### src/rtl/spi_sclk_gen.sv
module spi_sclk_gen #(
  parameter int CODE_W = 5
) (
  input  logic              clk,
  input  logic              rst_n,
  input  logic [CODE_W-1:0] prescale_code,
  input  logic              cpol,
  input  logic              cpha,
  input  logic              late_capture,
  input  logic              busy,
  output logic              sclk,
  output logic              launch,
  output logic              sample
);

  localparam int LOW_W = CODE_W - 1;

  logic [LOW_W-1:0]  low_bits;
  logic [CODE_W-1:0] raw_div, div, hi_len, lo_len, half, cnt;
  logic              tgl, wrap, lead;

  assign low_bits = prescale_code[LOW_W-1:0];
  assign raw_div  = prescale_code[CODE_W-1] ? {low_bits, 1'b0} : {1'b0, low_bits};
  assign div      = (raw_div < CODE_W'(2)) ? CODE_W'(2) : raw_div;
  assign lo_len   = div >> 1;
  assign hi_len   = lo_len + {{(CODE_W-1){1'b0}}, div[0]};
  assign half     = tgl ? hi_len : lo_len;
  assign wrap     = (cnt == half - CODE_W'(1));
  assign lead     = ~tgl;

  always_ff @(posedge clk or negedge rst_n) begin
    if (!rst_n) begin
      tgl    <= 1'b0;
      cnt    <= '0;
      launch <= 1'b0;
      sample <= 1'b0;
    end else if (!busy) begin
      tgl    <= 1'b0;
      cnt    <= '0;
      launch <= 1'b0;
      sample <= 1'b0;
    end else if (wrap) begin
      tgl    <= ~tgl;
      cnt    <= '0;
      launch <= ~(lead ^ cpha);
      sample <= lead ? ~(cpha ^ late_capture) : (cpha ^ late_capture);
    end else begin
      cnt    <= cnt + CODE_W'(1);
      launch <= 1'b0;
      sample <= 1'b0;
    end
  end

  assign sclk = tgl ^ cpol;

endmodule

### config.mk
export PLATFORM = sky130hd
export DESIGN_NAME = spi_sclk_gen
export DESIGN_NICKNAME = d
export VERILOG_FILES = /design/src/rtl/spi_sclk_gen.sv
export SDC_FILE = /design/constraint.sdc
export NUM_CORES = 1
export LEC_CHECK = 0
export BUFFER_PORTS_ARGS = -buffer_cell sky130_fd_sc_hd__buf_2
export CORE_UTILIZATION = 40
export CTS_BUF_LIST = sky130_fd_sc_hd__clkbuf_8
export DETAILED_ROUTE_END_ITERATION = 10
export PLACE_DENSITY_LB_ADDON = 0.12
export SLEW_MARGIN = 15
export SYNTH_ARGS = -nofsm -noshare
export SYNTH_HDL_FRONTEND = slang
export SYNTH_SLANG_ARGS = --single-unit
### constraint.sdc
create_clock -name clk -period 2.9 [get_ports clk]
set_input_delay 0.435 -clock clk [delete_from_list [all_inputs] [get_ports clk]]
set_output_delay 0.435 -clock clk [all_outputs]
set_load 0.01 [all_outputs]
**Yosys cells after proc, flatten, opt, wreduce, memory -nomap -nowiden**

Cells that the tools add are included.

- Register bits after elaboration: 8
- Latch bits: 0
- RAM bits: 0
- Bits in read-only memories: 0
- Bits of input ports: 11
- Output and inout port bits: 3
- Logic and storage cells: 28
- Memories kept: 0

- $add $sub $neg: 3
- Multipliers: 0
- Divide/modulo/power cells: 0
- Magnitude comparators: 1
- Equality and inequality tests: 2
- Shift operators: 0
- Multiplexer cells: 12
- Bitwise gates (word level): 6
- Reductions and logical operators: 0

Operator list:

| kind | count |
|---|---|
| $mux 5 | 5 |
| $mux 1 | 7 |
| $add 4x1->5 | 1 |
| $add 5x1->5 const B | 1 |
| $eq 5x5->1 | 1 |
| $lt 5x2->1 const B | 1 |
| $sub 5x1->5 const B | 1 |
| $not 1->1 | 3 |
| $xor 1x1->1 | 3 |
| $ne 2x1->1 const B | 1 |

**Depth between registers and ports, before layout**

- Depth in word-level cells: 9
- Depth in mapped cells: 10
- Gate-level depth less buffers: 10

**Least setup slack after synthesis**

Ideal clock, no wire load.

- Path kind: input -> register
- Start point: input port prescale_code[4]
- End point: register cnt[1]
- Setup time: 0.120 ns
- Arrival: 2.335 ns
- Data required time: 2.780 ns
- Slack: 0.446 ns
- Stages: 10
- Path buffers: 1
- Cells stage by stage: buf_6 mux2_4 ha_1 mux2i_4 ha_1 xnor2_1 xnor2_1 nand3_1 nor3_4 and3b_1

- Longest elaborated chain between the ends: 9

Ends and longest elaborated chain:

| item | line | text |
|---|---|---|
| start: declaration | 6 | `input logic [CODE_W-1:0] prescale_code,` |
| $mux 5 (*) | 23 | `assign raw_div = prescale_code[CODE_W-1] ? {low_bits, 1'b0} : {1'b0, low_bits};` |
| $lt 5x2->1 | 24 | `assign div = (raw_div < CODE_W'(2)) ? CODE_W'(2) : raw_div;` |
| $mux 5 (*) | 24 |  |
| $add 4x1->5 | 26 | `assign hi_len = lo_len + {{(CODE_W-1){1'b0}}, div[0]};` |
| $mux 5 (*) | 27 | `assign half = tgl ? hi_len : lo_len;` |
| $sub 5x1->5 (*) | 28 | `assign wrap = (cnt == half - CODE_W'(1));` |
| $eq 5x5->1 (*) | 28 |  |
| $mux 5 (*) | 42 | `end else if (wrap) begin` |
| $mux 5 (*) | 37 | `end else if (!busy) begin` |
| end signal: assignment | 48 | `cnt <= cnt + CODE_W'(1);` |
| end: declaration | 19 | `logic [CODE_W-1:0] raw_div, div, hi_len, lo_len, half, cnt;` |

Mark *: on every way between the ends. The rest lies on a longest branch, timed or not.
A chain may end at the register's enable or synchronous reset.

**Worst setup path in the final report**

Same ends and word-level chain as after synthesis.

==> metrics <==
status finished clean; post-synthesis sequential area ratio 31.5%; Worst-Margin Slew 0.412 ns; placed inst area 702 um^2; final WL 1090 um; final hold vios 0; switch share 31.1%; Final Cycle Share 84.7%; Synth top area share 31.5%; R2R cell count 8; antenna cells 0; RSZ-0062 raised after global routing false; routed vias/inst 5.18; skew final 0.000716 ns; first-pass GRT wire length 2080 um; Psw 0.129 mW; vias after detailed routing 461; drt first pass iters 3; TritonCTS Sinks 8; clock-pin slew on the worst setup and hold paths 0.04 ns; Die Span Y 41.9 um; CTS Buf Count 3; CTS tree built; Area contributors post-synth dfrtp_1 (31%), xnor2_1 (14%), xor2_1 (6.9%), ha_1 (5.9%), nor3b_1 (4.7%); Flop pwr share 36.6%; worst reg-to-reg setup slack 0.61 ns; Final nets 89; routed len/inst 12.3 um; clock power share 31.2%; CTS max path bufs 2; maximum number of pins on one net before global-route repair 11; Post-Place Cells 86; Comb power frac 32.2%; remaining routing DRC violations 0; Slew HR 72.5%; Fmax 0.407 GHz; gr ovfl total 0; setup tns final 0 ns; Filler cells 149; Pleak 0.341 nW; flops & latches, synth 8; hold buffers post-CTS 0; max cap viols 0; Area Growth Syn to Fin 16.9%; placer congestion estimate 0.734; post-CTS sizing 0; final slew viol count 0; H-tree Lvls 1; reg-to-reg endpoint cnt[1]$_DFF_PN0_; post-route insts no fill 89; drt initial violations 3; crit start category primary input; GRT Total Usage 16.0%; setup repair bufs after CTS 0; initial antenna violation count 0; initial core utilization 42.7%; die area 0.00175 mm^2; Hold WC Path Type primary input to asynchronous set/reset pin; syn_area_per_cell 10.8 um^2; Post-Syn Area 636 um^2; count of standard-cell rows 14; share of cells above drive strength 1 31.5%; Peak VDD IR 0.282 mV; Req. time, crit path 3.01 ns; Internal Power 0.286 mW; minimum clock period 2.46 ns; crit path max fanout 8; Post-DRT Antenna Nets 0; Setup Crit Path Kind primary input to flip-flop; Die X 41.9 um; # setup viols final 0; Root Buffer clkbuf_8; Arrival @ worst endpoint 2.57 ns; Core Region 0.00149 mm^2; io pins 14; insertion delay to the later sink of the worst-skew pair 0.22 ns; vias in the first global route 477; power per cell area 558 mW/mm^2; total nets after synthesis 73; FF-to-FF Start tgl$_DFFE_PN0P_; yosys warns 0; final instance area 743 um^2; Post-Syn Instances 59; cell taking the most area after synthesis dfrtp_1; unique cell type count in the Yosys netlist 25; CP endpoint kind flip-flop; Core Util, Final 49.9%; number of port buffers 13; Power Total 0.415 mW; post-DP HPWL 845 um
## through the flow
stage,worst slack [ns],hold slack (ns)
2_1_floorplan,0.446,0.139
3_3_place_gp,0.193,0.287
3_5_place_dp,0.214,0.288
4_1_cts,0.433,0.0474
5_1_grt,0.291,0.0561
6_report,0.444,0.0467
## cells in the final DEF (no fill, tap or decap), types with 2 or more instances in the layout
| cell | synthesis | routed |
|---|---|---|
| nand2_1 | 4 | 4 |
| ha_1 | 3 | 3 |
| and3_1 | 2 | 2 |
| buf_2 | 0 | 13 |
| nand3_1 | 5 | 5 |
| xnor2_1 | 10 | 10 |
| nor3b_1 | 4 | 4 |
| clkbuf_8 | 0 | 3 |
| mux2i_1 | 2 | 2 |
| dfrtp_1 | 8 | 8 |
| xor2_1 | 5 | 5 |
## worst max path at each step
stage	endpoint	from
5_1_grt	cnt[1]$_DFF_PN0_	prescale_code[4]
3_5_place_dp	cnt[1]$_DFF_PN0_	prescale_code[4]
3_3_place_gp	cnt[1]$_DFF_PN0_	prescale_code[4]
2_1_floorplan	cnt[1]$_DFF_PN0_	prescale_code[4]
6_report	cnt[1]$_DFF_PN0_	prescale_code[4]
4_1_cts	cnt[1]$_DFF_PN0_	prescale_code[4]
## layer usage
| layer | part of all wire [%] | track usage [%] | up-vias |
|---|---|---|---|
| met4 | 2.7 | 11.6 | 0 |
| met1 | 47 | 21.9 | 212 |
| met2 | 47 | 23.1 | 9 |
| li1 | - | - | 236 |
| met5 | 0 | 0 | - |
| met3 | 2.7 | 1.74 | 4 |
## power by group through the flow
stage / sequential (mW) / combinational [mW] / clock (mW)
floorplan: 0.140 / 0.118 / 0
global placement: 0.153 / 0.133 / 0
detailed placement: 0.154 / 0.135 / 0
CTS: 0.153 / 0.135 / 0.135
global route: 0.157 / 0.150 / 0.137
finish: 0.152 / 0.133 / 0.130
## synth_stat cells, drive strengths merged
library cell,count
a41o,1
and3,3
and3b,1
buf,2
dfrtp,8
ha,3
mux2,1
mux2i,3
nand2,4
nand2b,1
nand3,6
nand3b,1
nand4b,1
nor2,1
nor3,1
nor3b,4
o211ai,1
o21a,1
o21bai,1
xnor2,10
xor2,5
## area by class of cell
class | count | area [um^2] | share of cell area, %
well taps | 16 | 20.0 | 2.69
repair buffers | 13 | 65.1 | 8.75
flip-flops and latches | 8 | 200 | 26.9
multi-input cells | 49 | 417 | 56.1
clock buffers | 3 | 41.3 | 5.56
## worst max-delay path: stages
cell and delay, ns:
buf_2 0.17, mux2_4 0.34, ha_1 0.33, mux2i_4 0.16, ha_1 0.21, xnor2_1 0.14
xnor2_1 0.14, nand3_1 0.13, nor3_4 0.30, and3b_1 0.22
## kinds of logic after synthesis
logic type / after synthesis / synth area share (%)
buffers and inverters: 2 / 2.95
AOI/OAI and AO/OA: 4 / 6.10
DFF: 8 / 31.5
xor gates and xnor gates: 15 / 20.7
muxes: 4 / 9.05
adders and majority gates: 3 / 5.91
and+or+nand+nor: 23 / 23.8
## flip-flops by register name (all words and copies together), names as in the netlist
| signal | flops |
|---|---|
| cnt | 5 |
| launch | 1 |
| sample | 1 |
| tgl | 1 |
Note: power is estimated with default switching activity, not from simulation.
